===== src/rtl/sad4_pkg.sv =====
package sad4_pkg;

    typedef enum logic [1:0] {
        ST_IDLE,
        ST_FETCH,
        ST_FLUSH,
        ST_REPORT
    } sad4_state_e;

    function automatic int unsigned sum_width(input int unsigned pix_w, input int unsigned npix);
        return pix_w + $clog2(npix);
    endfunction

endpackage


===== src/rtl/sad4_ctrl.sv =====
module sad4_ctrl
    import sad4_pkg::*;
#(
    parameter int NPIX    = 4,
    parameter int LATENCY = 9
) (
    input  logic clk,
    input  logic rst_n,
    input  logic start,
    output logic accept,
    output logic issue,
    output logic report,
    output logic busy
);
    localparam int FLUSH_CYC = LATENCY - 1 - NPIX;
    localparam int CW        = $clog2(NPIX + FLUSH_CYC + 1);

    sad4_state_e   state_q, state_d;
    logic [CW-1:0] beat_q, beat_d;

    always_ff @(posedge clk) begin
        if (!rst_n) begin
            state_q <= ST_IDLE;
            beat_q  <= '0;
        end else begin
            state_q <= state_d;
            beat_q  <= beat_d;
        end
    end

    always_comb begin
        state_d = state_q;
        beat_d  = beat_q;
        unique case (state_q)
            ST_IDLE: begin
                beat_d = '0;
                if (start) state_d = ST_FETCH;
            end
            ST_FETCH: begin
                if (beat_q == CW'(NPIX - 1)) begin
                    state_d = ST_FLUSH;
                    beat_d  = '0;
                end else begin
                    beat_d = beat_q + 1'b1;
                end
            end
            ST_FLUSH: begin
                if (beat_q == CW'(FLUSH_CYC - 1)) begin
                    state_d = ST_REPORT;
                    beat_d  = '0;
                end else begin
                    beat_d = beat_q + 1'b1;
                end
            end
            ST_REPORT: begin
                state_d = ST_IDLE;
                beat_d  = '0;
            end
            default: begin
                state_d = ST_IDLE;
                beat_d  = '0;
            end
        endcase
    end

    always_comb begin
        accept = 1'b0;
        issue  = 1'b0;
        report = 1'b0;
        busy   = 1'b1;
        unique case (state_q)
            ST_IDLE: begin
                busy   = 1'b0;
                accept = start;
            end
            ST_FETCH:  issue  = 1'b1;
            ST_FLUSH:  issue  = 1'b0;
            ST_REPORT: report = 1'b1;
            default:   busy   = 1'b0;
        endcase
    end

endmodule


===== src/rtl/sad4_addr_gen.sv =====
module sad4_addr_gen #(
    parameter int AW = 10
) (
    input  logic          clk,
    input  logic          rst_n,
    input  logic          accept,
    input  logic          issue,
    input  logic [AW-1:0] cur_base,
    input  logic [AW-1:0] ref_base,
    input  logic [AW-1:0] stride,
    input  logic          ref_sel,
    output logic [AW-1:0] cur_addr,
    output logic [AW-1:0] ref_addr,
    output logic          cur_en,
    output logic          full_en,
    output logic          half_en,
    output logic          sel_q
);
    logic [AW-1:0] cur_ptr_q, ref_ptr_q, stride_q;

    always_ff @(posedge clk) begin
        if (!rst_n) begin
            cur_ptr_q <= '0;
            ref_ptr_q <= '0;
            stride_q  <= '0;
            sel_q     <= 1'b0;
        end else if (accept) begin
            cur_ptr_q <= cur_base;
            ref_ptr_q <= ref_base;
            stride_q  <= stride;
            sel_q     <= ref_sel;
        end else if (issue) begin
            cur_ptr_q <= cur_ptr_q + 1'b1;
            ref_ptr_q <= ref_ptr_q + stride_q;
        end
    end

    always_comb begin
        cur_addr = cur_ptr_q;
        ref_addr = ref_ptr_q;
        cur_en   = issue;
        full_en  = issue & ~sel_q;
        half_en  = issue & sel_q;
    end

endmodule


===== src/rtl/sad4_absacc.sv =====
module sad4_absacc #(
    parameter int DW    = 8,
    parameter int SUM_W = 10
) (
    input  logic             clk,
    input  logic             rst_n,
    input  logic             clear,
    input  logic             issue,
    input  logic             sel_q,
    input  logic [DW-1:0]    cur_data,
    input  logic [DW-1:0]    full_data,
    input  logic [DW-1:0]    half_data,
    output logic [SUM_W-1:0] sum
);
    logic          data_v_q, diff_v_q;
    logic [DW-1:0] ref_pix, diff_d, diff_q;
    logic [SUM_W-1:0] acc_q;

    always_comb begin
        ref_pix = sel_q ? half_data : full_data;
        diff_d  = (cur_data >= ref_pix) ? (cur_data - ref_pix) : (ref_pix - cur_data);
    end

    always_ff @(posedge clk) begin
        if (!rst_n) begin
            data_v_q <= 1'b0;
            diff_v_q <= 1'b0;
            diff_q   <= '0;
            acc_q    <= '0;
        end else begin
            data_v_q <= issue;
            diff_v_q <= data_v_q;
            if (data_v_q) diff_q <= diff_d;
            if (clear)         acc_q <= '0;
            else if (diff_v_q) acc_q <= acc_q + SUM_W'(diff_q);
        end
    end

    assign sum = acc_q;

endmodule


===== src/rtl/sad4_engine.sv =====
module sad4_engine
    import sad4_pkg::*;
#(
    parameter int AW      = 10,
    parameter int DW      = 8,
    parameter int NPIX    = 4,
    parameter int LATENCY = 9,
    parameter int RA_W    = 4,
    parameter int RES_W   = 16
) (
    input  logic             clk,
    input  logic             rst_n,
    input  logic             start,
    input  logic [RA_W-1:0]  dest,
    input  logic [AW-1:0]    cur_base,
    input  logic [AW-1:0]    ref_base,
    input  logic [AW-1:0]    stride,
    input  logic             ref_sel,
    output logic             cur_rd_en,
    output logic [AW-1:0]    cur_rd_addr,
    input  logic [DW-1:0]    cur_rd_data,
    output logic             full_rd_en,
    output logic             half_rd_en,
    output logic [AW-1:0]    ref_rd_addr,
    input  logic [DW-1:0]    full_rd_data,
    input  logic [DW-1:0]    half_rd_data,
    output logic             busy,
    output logic             done,
    output logic             gpr_we,
    output logic [RA_W-1:0]  gpr_waddr,
    output logic [RES_W-1:0] gpr_wdata
);
    localparam int SUM_W = sum_width(DW, NPIX);

    logic accept, issue, report, sel_q;
    logic [SUM_W-1:0] sum;
    logic [RA_W-1:0]  dest_q;

    sad4_ctrl #(.NPIX(NPIX), .LATENCY(LATENCY)) u_ctrl (
        .clk(clk), .rst_n(rst_n), .start(start),
        .accept(accept), .issue(issue), .report(report), .busy(busy)
    );

    sad4_addr_gen #(.AW(AW)) u_addr (
        .clk(clk), .rst_n(rst_n), .accept(accept), .issue(issue),
        .cur_base(cur_base), .ref_base(ref_base), .stride(stride), .ref_sel(ref_sel),
        .cur_addr(cur_rd_addr), .ref_addr(ref_rd_addr),
        .cur_en(cur_rd_en), .full_en(full_rd_en), .half_en(half_rd_en), .sel_q(sel_q)
    );

    sad4_absacc #(.DW(DW), .SUM_W(SUM_W)) u_acc (
        .clk(clk), .rst_n(rst_n), .clear(accept), .issue(issue), .sel_q(sel_q),
        .cur_data(cur_rd_data), .full_data(full_rd_data), .half_data(half_rd_data),
        .sum(sum)
    );

    always_ff @(posedge clk) begin
        if (!rst_n)      dest_q <= '0;
        else if (accept) dest_q <= dest;
    end

    generate
        if (RES_W > SUM_W) begin : g_zext
            assign gpr_wdata = {{(RES_W - SUM_W){1'b0}}, sum};
        end else begin : g_trunc
            assign gpr_wdata = sum[RES_W-1:0];
        end
    endgenerate

    assign gpr_we    = report;
    assign done      = report;
    assign gpr_waddr = dest_q;

endmodule


===== config.mk =====
export PLATFORM = sky130hd
export DESIGN_NAME = sad4_engine
export DESIGN_NICKNAME = d
export VERILOG_FILES = /design/src/rtl/sad4_pkg.sv /design/src/rtl/sad4_ctrl.sv /design/src/rtl/sad4_addr_gen.sv /design/src/rtl/sad4_absacc.sv /design/src/rtl/sad4_engine.sv
export SDC_FILE = /design/constraint.sdc
export NUM_CORES = 1
export LEC_CHECK = 0
export BUFFER_PORTS_ARGS = -buffer_cell sky130_fd_sc_hd__buf_2
export CAP_MARGIN = 20
export CORE_MARGIN = 5
export CORE_UTILIZATION = 55
export CTS_CLUSTER_DIAMETER = 30
export DETAILED_ROUTE_END_ITERATION = 7
export HOLD_SLACK_MARGIN = 0.15
export PLACE_DENSITY = 0.84
export SLEW_MARGIN = 40
export SYNTH_ARGS = -nofsm -noshare
export SYNTH_HDL_FRONTEND = slang
export SYNTH_SLANG_ARGS = --single-unit

===== constraint.sdc =====
create_clock -name clk -period 7.3 [get_ports clk]
set_input_delay 0.365 -clock clk [delete_from_list [all_inputs] [get_ports clk]]
set_output_delay 0.365 -clock clk [all_outputs]
set_load 0.01 [all_outputs]

# ---- Yosys cells after proc, flatten, opt, wreduce, memory -nomap -nowiden
# Index checks and enable logic that the tools add are counted.
dict set report totals {
  regBits 61
  out_inout_bits 46
  elab_cells 51
}
dict set report classes {
  n_addsub 6
  order_cmp 1
  n_eq_ne 7
  mux 16
  bitwise 4
  n_reduce_logical 6
}
# operator count
set ops {}
lappend ops {{two-way mux 10 bit} 4}
lappend ops {{two-way mux 8 bit} 2}
lappend ops {{subtractor 8 bit} 2}
lappend ops {{adder 10 x 1 -> 10 bit (second input constant)} 1}
lappend ops {{adder 10 bit} 1}
lappend ops {{adder 10 x 8 -> 10 bit} 1}
lappend ops {{greater-or-equal comparator 8 bit} 1}
lappend ops {{one-hot mux 2 bit (4 select lines)} 1}
lappend ops {{one-hot mux 4 bit (2 select lines)} 1}
lappend ops {{two-way mux 2 bit} 3}
lappend ops {{OR reduction 2 bit} 3}
lappend ops {{adder 4 x 1 -> 4 bit (second input constant)} 1}
lappend ops {{equality test 2 bit (second input constant)} 2}
lappend ops {{equality test 4 x 2 -> 1 bit (second input constant)} 1}
lappend ops {{two-way mux 1 bit} 4}
lappend ops {{two-way mux 4 bit} 1}
lappend ops {{!= test 2 x 1 -> 1 bit (second input constant)} 2}
lappend ops {{AND reduction 3 bit} 1}
lappend ops {{bitwise AND 1 bit} 2}
lappend ops {{equality test 2 x 1 -> 1 bit (second input constant)} 1}
lappend ops {{zero test 2 bit} 1}
lappend ops {{!= test 2 bit (second input constant)} 1}
lappend ops {{inverter 1 bit} 2}
lappend ops {{nonzero test 2 bit} 1}

# ---- Depth between registers and ports, before layout
# Gate-level depths: netlist (run 1).
dict set report depth {
  word_depth 4
  depth_mapped 12
  ltp_nobuf 10
}

# ---- By module
# Synthesis (run 1) repeated with hierarchy kept, for this count alone.
dict set report unflattened {
  cells_unflattened 472
  area_unflattened_um2 4038.9
}
# mod instances cells_per_inst area_per_inst_um2
set modules_own_cells {}
lappend modules_own_cells {sad4_absacc 1 213 1785.5}
lappend modules_own_cells {sad4_addr_gen 1 203 1714.1}
lappend modules_own_cells {sad4_ctrl 1 35 326.6}
lappend modules_own_cells {sad4_engine 1 21 212.7}

# ---- Least setup slack after synthesis (run 1)
# OpenSTA, ideal clock, no wires.
dict set report synth_timing {
  kind {reg2reg}
  startpoint {register u_addr.sel_q}
  endpoint {register u_acc.diff_q[5]}
  setup_ns 0.127
  arrival_time_ns 3.010
  required_ns 7.173
  slack_ns 4.162
  stages_incl_launch_ff 12
  path_buffers 2
  path_cell_list {dfxtp_1 clkbuf_1 mux2i_1 inv_1 fa_1 nand3b_1 a311oi_2 or2_1 buf_6 mux2i_1 nor3_1 or3b_1}
}
dict set report synth_between {
  elab_chain_len 3
  elab_cells_between_ends 5
  classes_between {2 x add/sub; 1 x order compare; 2 x mux}
}
# element line_no
set synth_rtl {}
lappend synth_rtl {{from (decl)} sad4_addr_gen.sv:17} ;# output logic sel_q
lappend synth_rtl {{from (signal assigned)} sad4_addr_gen.sv:31} ;# sel_q <= ref_sel;
lappend synth_rtl {{two-way mux 8 bit (*)} sad4_absacc.sv:20} ;# ref_pix = sel_q ? half_data : full_data;
lappend synth_rtl {{subtractor 8 bit or greater-or-equal comparator 8 bit (tied branches)} sad4_absacc.sv:21} ;# diff_d = (cur_data >= ref_pix) ? (cur_data - ref_pix) : (ref_pix - cur_data);
lappend synth_rtl {{two-way mux 8 bit (*)} sad4_absacc.sv:21}
lappend synth_rtl {{to (signal assigned)} sad4_absacc.sv:33} ;# if (data_v_q) diff_q <= diff_d;
lappend synth_rtl {{to (decl)} sad4_absacc.sv:16} ;# logic [DW-1:0] ref_pix, diff_d, diff_q;
# Every way passes the cells marked *; elsewhere a longest branch is shown, timed or not.
# A chain may end at the register's enable or synchronous reset.

# ---- Final worst setup path (run 1)
# Same ends and word-level chain as after synthesis.

==> out/metrics.yaml, run 1 <==
place:
  place_area_mm2: 0.004571
  portBuffers: 101
  dp_hpwl_mm: 7.106
  place_congestion: 0.8304
worst_setup_path:
  worstPathRequired_ns: 7.52
  critPathMaxFanout: 11
  r2r_slack_ns: 3.82
  cp-start-kind: "register"
  worstPathCellList: "mux2i_1 > inv_1 > fa_1 > nand3b_1 > a311oi_2 > or2_1 > mux2i_1 > nor3_1 > or3b_1"
  worst_path_most_repeated_cell: "mux2i_1"
  critPathCaptureType: "register"
  r2r_start: "u_addr.sel_q"
  worstPathArrival_ns: 3.70
  critPathBufInv: 1
  worstSetupPathType: "reg2reg"
  r2r_cells: 9
  critPathMaxStageDelay_ns: 0.67
  reg2reg_to: "u_acc.diff_q[5]"
  critPathTopFamily: "simple AND/OR/NAND/NOR gates"
  slowest_stage: "dfxtp_1"
hold_path:
  hp-class: "in2reg"
  hold_depth: 2
  holdPathEnd: "u_addr.cur_addr[3]"
  hp-start: "cur_base[3]"
final_layout:
  fin_area_mm2: 0.004845
  area.growth.synth_to_final_pct: 19.07
  antenna_cells: 0
  drive_gt1_share_pct: 22.20
  fillers: 610
  postLayoutCoreUtil_pct: 67.15
  layout_commonest_cell: "buf_2"
  layout_common_cells: "buf_2 (100), nand2_1 (63), dfxtp_1 (61)"
  fin_nets: 673
routing:
  drt-initial-drc-count: 96
  ant_nets: 0
  drt-pass1-iter-count: 4
  finalWirelength_mm: 9.497
  vias: 3728
  wire_per_inst_um: 14.15
  drc: 0
  avgViaCountPerCell: 5.556
clock_tree:
  cts_hold_buf: 0
  cts.htree.levels: 3
  cts_buffer_depth: 2
  clock-sinks: 61
  cts_buffers: 9
  path_clk_slew_ns: 0.08
  root_buffer: "clkbuf_8"
  worst_skew_pair.late_latency_ns: 0.33
  post-cts-setup-buffers: 0
  ctsResizeCount: 0
  cts_tree: "done"
sta:
  finalSetupViolations: 0
  finalHoldWorstSlack_ns: 0.2601
  maxSlewHeadroom_pct: 47.45
  slew_viol_final: 0
  tightestPinTransition_ns: 0.7882
  fmax_mhz: 287.3
  rsz0062_at_grt: "false"
  setup_tns_ns: 0
  period_needed_ns: 3.481
  hold_viol: 0
  clock_skew_ns: 0.009993
  min_period_over_period_pct: 47.69
power:
  power_frac_clock_pct: 27.0
  swShare_pct: 37.57
  seqPwrFrac_pct: 32.4
  p_comb_share_pct: 40.6
  power.density_cell_area_mw_per_mm2: 313.8
  intPower_uw: 949.0
  p_leak_nw: 2.386
  ir_drop_v: 0.0002324
  p_switching_uw: 571.2
grt:
  grt_max_degree: 56
  grt_pass1_vias: 3665
  gr-total-overflow: 0
  antenna_found_initial: 0
  grt_pass1_wl_mm: 15.82
  track_usage_pct: 21.41
logic_synthesis:
  synth_cells: 477
  yosysUniqueCellTypes: 55
  synth_edf_count: 0
  avgSynthCellArea_um2: 8.530
  synth_top_cell_by_area: "dfxtp_1"
  yosysSeqAreaShare_pct: 30.01
  ys.flop_type: "dfxtp_1"
  yosys-top-cells-area: "dfxtp_1 (30%), ha_1 (12%), mux2i_1 (6.2%)"
  synth_area_mm2: 0.004069
  yosysWarningCount: 0
  async_flop_share_pct: 0
  synthDominantCellAreaShare_pct: 30.01
  synth_seq_cells: 61
die:
  start_util_pct: 56.40
  die-width_um: 96.01
  coreArea_mm2: 0.007214
  dieArea_mm2: 0.009218
  die_h_um: 96.01
  num_rows: 31
  io_pins: 108
run_status:
  outcome: "finished clean"
job:
  cap_violations: 0
==> synthesized netlist by cell type (all sizes together), types with 8 or more instances <==
| cell | number |
|---|---|
| clkbuf | 18 |
| buf | 11 |
| nor3 | 8 |
| xor2 | 10 |
| o211a | 15 |
| dfxtp | 61 |
| mux2i | 25 |
| nor2 | 22 |
| inv | 29 |
| a21oi | 24 |
| nand3 | 13 |
| xnor2 | 14 |
| a21boi | 16 |
| ha | 40 |
| nor2b | 8 |
| o21ai | 23 |
| nand2 | 63 |
==> layer usage <==
| metal | track usage, % | routed length (um) | part of all wire [%] | vias up |
|---|---|---|---|---|
| met5 | 0 | 0 | 0 | - |
| met4 | 8.294 | 143 | 1.5 | 0 |
| met3 | 4.066 | 460 | 4.8 | 13 |
| met2 | 38.07 | 4924 | 52 | 93 |
| met1 | 25.22 | 3969 | 42 | 1778 |
| li1 | - | - | - | 1844 |
==> power groups by stage <==
stage / Combinational [mW] / Clock (mW) / Sequential (mW)
6_report: 0.617 / 0.410 / 0.493
5_1_grt: 0.695 / 0.433 / 0.505
4_1_cts: 0.619 / 0.415 / 0.491
3_5_place_dp: 0.613 / 0 / 0.498
3_3_place_gp: 0.590 / 0 / 0.492
2_1_floorplan: 0.447 / 0 / 0.495
==> metrics by stage <==
step	instances	power [mW]	setup slack (ns)
floorplan	482	0.9415	4.162
global placement	655	1.082	4.053
detailed placement	655	1.111	3.879
CTS	671	1.526	3.820
global route	671	1.633	3.473
finish	671	1.520	3.819
==> cells by family (layout without fill, tap and decap cells) <==
family / Yosys count / count (layout) / share of synthesized area [%]
AND/OR/NAND/NOR: 148 / 148 / 17.62
AO/OA/AOI/OAI: 115 / 115 / 19.77
flip-flops: 61 / 61 / 30.01
buffers and inverters: 58 / 148 / 6.642
adder cells (fa/ha/maj): 44 / 44 / 14.27
multiplexers: 26 / 26 / 6.427
XOR/XNOR: 24 / 24 / 5.166
other: 1 / 6 / 0.09216
==> registers in the layout, indices dropped and copies added (netlist names) <==
signal,flops
u_acc.data_v_q,1
u_ctrl.state_q,2
u_acc.sum,10
u_addr.ref_addr,10
u_acc.diff_q,8
u_addr.sel_q,1
u_acc.diff_v_q,1
u_ctrl.beat_q,4
u_addr.cur_addr,10
gpr_waddr,4
u_addr.stride_q,10
==> how the worst max path moves through the flow <==
stage / from / endpoint / slack [ns] / cells after the start
2_1_floorplan: u_addr.sel_q / u_acc.diff_q[5] / 4.16 / 11
4_1_cts: u_addr.sel_q / u_acc.diff_q[5] / 3.82 / 9
3_3_place_gp: u_addr.sel_q / u_acc.diff_q[5] / 4.05 / 9
6_report: u_addr.sel_q / u_acc.diff_q[5] / 3.82 / 9
3_5_place_dp: u_addr.sel_q / u_acc.diff_q[5] / 3.88 / 9
5_1_grt: u_addr.sel_q / u_acc.diff_q[5] / 3.47 / 9
==> final cells by class <==
type	count	area [um2]	area share, %
inverter	29	108.9	2.247
tap	99	123.9	2.557
multi-input combinational	363	2596	53.59
timing repair buffer	103	523.0	10.80
clock inverter	6	133.9	2.763
sequential	61	1221	25.21
clock buffer	10	137.6	2.841
==> worst register-to-register path: stages, from the launching register on <==
cell and delay (ns):
dfxtp_1 0.67, mux2i_1 0.43, inv_1 0.16, fa_1 0.44, nand3b_1 0.20, a311oi_2 0.31
or2_1 0.33, mux2i_1 0.38, nor3_1 0.09, or3b_1 0.36
(Power assumes the default switching activity.)
==> run 2, diff against run 1 <==
- CORE_UTILIZATION: 55 -> 48
- PLACE_DENSITY: 0.84 -> 0.78
- clock period: 7.3 -> 2.8 ns (I/O delays scaled with it)
==> run 2 against run 1 <==
Net effect: register-to-register slack got worse by 3.8 ns; count of clock-buffer cells in the layout unchanged; combinational power increased to 2.9 times the previous value; sequential cell count unchanged; clock power increased by 140%; non-clock buffer count increased by 46; cell count increased by 7.7%; critical endpoint unchanged; largest power group unchanged.
==> out/metrics.yaml, run 2 (synthesis gave the netlist of run 1 again) <==
worst_setup_path:
  r2r_start: "u_addr.sel_q"
  worstSetupPathType: "reg2reg"
  worstPathArrival_ns: 2.97  # -0.73 ns
  reg2reg_to: "u_acc.diff_q[5]"
  critPathMaxFanout: 5  # -6
  worstPathRequired_ns: 3.02  # -4.50 ns
  critPathCaptureType: "register"
  r2r_cells: 10  # +1
  r2r_slack_ns: 0.06  # -3.76 ns
  cp-start-kind: "register"
final_layout:
  fin_nets: 719  # +6.8%
  fin_area_mm2: 0.005355  # +11%
  final_cells: 723  # +7.7%
  antenna_cells: 0  # unchanged
  area.growth.synth_to_final_pct: 31.61
  layout_common_cells: "buf_2 (101), nand2_1 (63), dfxtp_1 (60)"
  drive_gt1_share_pct: 24.76  # +2.6 points
  fillers: 660  # +8.2%
  layout_commonest_cell: "buf_2"
sta:
  fmax_mhz: 364.4  # +27%
  layout_setup_ws_ns: 0.05584  # -3.763 ns
  period_needed_ns: 2.744  # -0.7370 ns
  finalSetupViolations: 0  # unchanged
  slew_viol_final: 0  # unchanged
  hold_viol: 0  # unchanged
  finalHoldWorstSlack_ns: 0.2763  # +0.01621 ns
  min_period_over_period_pct: 98.01  # +50 points
  rsz0062_at_grt: "true"
  tightestPinTransition_ns: 0.8025  # +0.01434 ns
  clock_skew_ns: 0.008468  # -0.001524 ns
  maxSlewHeadroom_pct: 46.50  # -0.96 points
clock_tree:
  worst_skew_pair.late_latency_ns: 0.35  # +0.02 ns
  cts.htree.levels: 3  # unchanged
  cts_buffers: 9  # unchanged
  path_clk_slew_ns: 0.07  # about the same
  clock-sinks: 61  # unchanged
  cts_tree: "done"
  root_buffer: "clkbuf_8"
  cts_buffer_depth: 2  # unchanged
die:
  dieArea_mm2: 0.01042  # +13%
  start_util_pct: 49.27  # -7.1 points
  num_rows: 33  # +6.5%
  die-width_um: 102.1  # +6.3%
  coreArea_mm2: 0.008258  # +14%
  io_pins: 108  # unchanged
  die_h_um: 102.1  # +6.3%
power:
  ir_drop_v: 0.0004105  # +77%
  p_leak_nw: 2.575  # +7.9%
  power.density_cell_area_mw_per_mm2: 752.6  # +140%
  total_power_mw: 4.030  # +170%
run_status:
  outcome: "finished clean"
grt:
  track_usage_pct: 20.82  # -0.59 points
  grt_pass1_wl_mm: 17.57  # +11%
  gr-total-overflow: 0  # unchanged
  grt_pass1_vias: 3870  # +5.6%
  antenna_found_initial: 0  # unchanged
  grt_max_degree: 53  # -5.4%
job:
  cap_violations: 0  # unchanged
place:
  dp_hpwl_mm: 7.583  # +6.7%
  place_area_mm2: 0.004668  # +2.1%
  portBuffers: 101  # unchanged
  pre_cts_slack_ns: -0.02774  # -3.907 ns
  dp_cells: 670  # +2.3%
  place_congestion: 0.9285  # +12%
routing:
  avgViaCountPerCell: 5.407  # -2.7%
  wire_per_inst_um: 15.11  # +6.7%
  ant_nets: 0  # unchanged
  drt-initial-drc-count: 149  # +55%
  finalWirelength_mm: 10.92  # +15%
  drc: 0  # unchanged
  vias: 3909  # +4.9%
  drt-pass1-iter-count: 4  # unchanged
hold_path:
  hp-class: "in2reg"
  holdPathEnd: "u_ctrl.state_q[0]"
  hp-start: "start"
  hold_depth: 4  # +2
## run 2: changes by cell type in the layout (fill, tap and decap cells not counted), moves of 2 or more
cell,previous run,this run
dlygate4sd3_1,0,35
buf_4,3,12
mux2i_1,25,19
mux2i_2,0,4
ha_1,40,37
ha_4,0,3
clkinvlp_4,0,2
mux2i_4,0,2
o21ai_0,23,21
o21ai_1,0,2
## run 2: power breakdown
group / switching [mW] / total, mW / internal, mW
registers: 0.207 / 1.28 / 1.08
logic: 0.970 / 1.77 / 0.795
clock network: 0.369 / 0.982 / 0.614
total: 1.55 / 4.03 / 2.48
## run 2: final cells by class
type	instances	area [um2]	share of cell area (%)
clock buffers	10	137.6	2.570
clock inverters	6	110.1	2.056
inverters	29	108.9	2.033
multi-input cells	363	2685	50.14
flip-flops and latches	61	1225	22.87
well taps	105	131.4	2.453
repair buffers	149	957.2	17.87
## run 2: layer usage
metal,GRT usage [%],vias up,wire length [um]
met5,0,-,0
met4,6.559,0,246
met3,5.666,25,616
met2,36.48,111,5611
met1,24.74,1836,4448
li1,-,1937,-
## run 2: metrics by stage
step | TNS, ns | utilization (%)
global placement | 0 | 56.53
floorplan | 0 | -
global route | -0.08987 | 64.85
finish | 0 | 64.85
detailed placement | -0.03752 | 56.53
CTS | 0 | 63.83
## run 2: repair_timing
item / 4_1_cts / 5_1_grt
endpoints found under the setup margin: 3 / 6
cloned: 0 / 0
buffers inserted: 0 / 2
resized for setup: 2 / 15
pin swaps: 0 / 5
hold endpoints to repair: 35 / 0
hold buffers: 35 / 0
## run 2: worst max-delay path, cell delays in order (launching register included)
cell      delay [ns]
dfxtp_4         0.40
mux2i_4         0.25
inv_2           0.06
ha_4            0.16
fa_2            0.36
nand3b_1        0.22
a311oi_2        0.26
or2_4           0.21
mux2i_4         0.25
nor3_1          0.08
or3b_1          0.36
## run 2: how the worst max path moves through the flow
stage	startpoint	endpoint	slack [ns]	cells past startpoint
finish	u_addr.sel_q	u_acc.diff_q[5]	0.06	10
global route	u_addr.sel_q	u_acc.diff_q[5]	-0.08	10
CTS	u_addr.sel_q	u_acc.diff_q[6]	0.02	11
detailed placement	u_addr.sel_q	u_acc.diff_q[5]	-0.03	10
global placement	u_addr.sel_q	u_acc.diff_q[5]	0.07	10
floorplan	u_addr.sel_q	u_acc.diff_q[5]	0.004	12
==> run 3, diff against run 2 <==
- CORE_MARGIN: 5 -> 2
==> run 3 against run 2 <==
Net effect: fmax up 2.2%; power down 7.1%; cell count up 0.28%; largest power group unchanged; clock skew is 0.0011 ns lower; register-to-register slack improved by 0.06 ns; clock power decreased by 30%.
==> out/metrics.yaml, run 3 (synthesis gave the netlist of run 1 again) <==
grt:
  busiest_layer: "met2"
  grt_pass1_wl_mm: 16.95  # -3.6%
  grt_pass1_vias: 3781  # -2.3%
  antenna_found_initial: 0  # unchanged
  track_usage_pct: 23.31  # +2.5 points
  grt_max_degree: 52  # -1.9%
  grt_util_met1_pct: 28.74  # +4.0 points
  grt_use_met2_pct: 40.16  # +3.7 points
  gr-total-overflow: 0  # unchanged
  use_met3_pct: 5.795  # +0.13 points
final_layout:
  layout_commonest_cell: "buf_2"
  layout_common_cells: "buf_2 (101), nand2_1 (63), dfxtp_1 (60)"
  fin_nets: 723  # +0.56%
  drive_gt1_share_pct: 25.00  # +0.24 points
  area.growth.synth_to_final_pct: 29.77
  antenna_cells: 0  # unchanged
  fin_area_mm2: 0.005280  # -1.4%
  postLayoutCoreUtil_pct: 64.26  # -0.59 points
routing:
  avgViaCountPerCell: 5.363  # -0.81%
  ant_nets: 0  # unchanged
  vias: 3888  # -0.54%
  drt-pass1-iter-count: 5  # +1
  finalWirelength_mm: 10.45  # -4.4%
  drt-initial-drc-count: 144  # -3.4%
  drc: 0  # unchanged
  wire_per_inst_um: 14.41  # -4.6%
sta:
  tightestPinTransition_ns: 0.7693  # -0.03327 ns
  hold_viol: 0  # unchanged
  maxSlewHeadroom_pct: 48.72  # +2.2 points
  slew_viol_final: 0  # unchanged
  min_period_over_period_pct: 95.90  # -2.1 points
  setup_tns_ns: 0  # unchanged
  fmax_mhz: 372.4  # +2.2%
  layout_setup_ws_ns: 0.1149  # +0.05903 ns
  period_needed_ns: 2.685  # -0.05903 ns
  clock_skew_ns: 0.007356  # -0.001113 ns
  finalSetupViolations: 0  # unchanged
clock_tree:
  cts_tree: "done"
  worst_skew_pair.late_latency_ns: 0.34  # about the same
  root_buffer: "clkbuf_8"
  clock-sinks: 61  # unchanged
  cts_buffers: 9  # unchanged
  cts_buffer_depth: 2  # unchanged
  path_clk_slew_ns: 0.07  # about the same
  cts.htree.levels: 3  # unchanged
place:
  pre_cts_slack_ns: -0.01064  # +0.01709 ns
  dp_hpwl_mm: 7.365  # -2.9%
  place_congestion: 0.8439  # -9.1%
  place_area_mm2: 0.004706  # +0.80%
  portBuffers: 101  # unchanged
worst_setup_path:
  worstSetupPathType: "reg2reg"
  critPathMaxFanout: 4  # -1
  r2r_slack_ns: 0.11  # +0.06 ns
  critPathCaptureType: "register"
  worstPathArrival_ns: 2.90  # -0.07 ns
  worstPathRequired_ns: 3.02  # about the same
  cp-start-kind: "register"
power:
  p_switching_mw: 1.505  # -2.6%
  p_leak_nw: 2.567  # -0.32%
  seqPwrFrac_pct: 34.1  # +2.3 points
  intPower_mw: 2.238  # -9.9%
  p_comb_share_pct: 47.5  # +3.7 points
  power_frac_clock_pct: 18.4  # -6.0 points
  ir_drop_v: 0.0004908  # +20%
  swShare_pct: 40.21  # +1.9 points
  power.density_cell_area_mw_per_mm2: 708.8  # -5.8%
run_status:
  outcome: "finished clean"
die:
  num_rows: 33  # unchanged
  dieArea_mm2: 0.009229  # -11%
  die-width_um: 96.07  # -5.9%
  start_util_pct: 49.52  # +0.25 points
  coreArea_mm2: 0.008217  # -0.50%
  die_h_um: 96.07  # -5.9%
  io_pins: 108  # unchanged
job:
  cap_violations: 0  # unchanged
hold_path:
  hp-class: "in2reg"
==> run 3: layer usage <==
layer	wire, um	up-vias	share of wire (%)
li1	-	1943	-
met1	4602	1837	44
met2	5270	91	50
met3	434	17	4.2
met4	137	0	1.3
met5	0	-	0
==> run 3: cell type report <==
cell class,count,area (um2)
fillers,684,2937
well taps,105,131.4
flip-flops and latches,61,1225
multi-input cells,363,2663
clock buffers,12,155.1
clock inverters,2,10.01
inverters,29,108.9
repair buffers,153,987.2
==> run 3: final timing paths <==
| kind | start | end | cells past startpoint |
|---|---|---|---|
| setup / recovery | u_addr.sel_q | u_acc.diff_q[5] | 10 |
| hold / removal | start | u_ctrl.state_q[0] | 4 |
| setup reg to reg | u_addr.sel_q | u_acc.diff_q[5] | 10 |
| hold reg to reg | u_ctrl.beat_q[0] | u_ctrl.beat_q[0] | 1 |
==> run 3: worst max-delay path: stages (launching register included) <==
cell      delay, ns
dfxtp_4        0.38
mux2i_2        0.24
inv_1          0.08
ha_2           0.19
fa_2           0.35
nand3b_1       0.19
a311oi_2       0.25
or2_4          0.21
mux2i_2        0.24
o21ai_1        0.07
or3b_1         0.36
==> run 3: power by group through the flow <==
stage | Clock, mW | Combinational [mW] | Sequential [mW]
after floorplan | 0 | 1.19 | 1.29
after global placement | 0 | 1.62 | 1.28
after detailed placement | 0 | 1.68 | 1.29
after CTS | 0.703 | 1.73 | 1.27
after global routing | 0.746 | 1.97 | 1.31
final | 0.687 | 1.78 | 1.28
==> run 3: metrics by stage <==
stage | total power [mW] | hold WS [ns] | cells
floorplan | 2.476 | 0.2697 | 482
global placement | 2.901 | 0.3744 | 675
detailed placement | 2.969 | 0.3835 | 675
CTS | 3.707 | 0.2637 | 724
global route | 4.019 | 0.2834 | 725
finish | 3.742 | 0.2792 | 725
==> run 3: what timing repair did <==
action / CTS / global route
endpoints found under the setup margin: 1 / 3
hold buffers: 35 / 0
buffers inserted: 0 / 1
resized for setup: 1 / 12
pin swaps: 0 / 2
hold endpoints to repair: 35 / 0
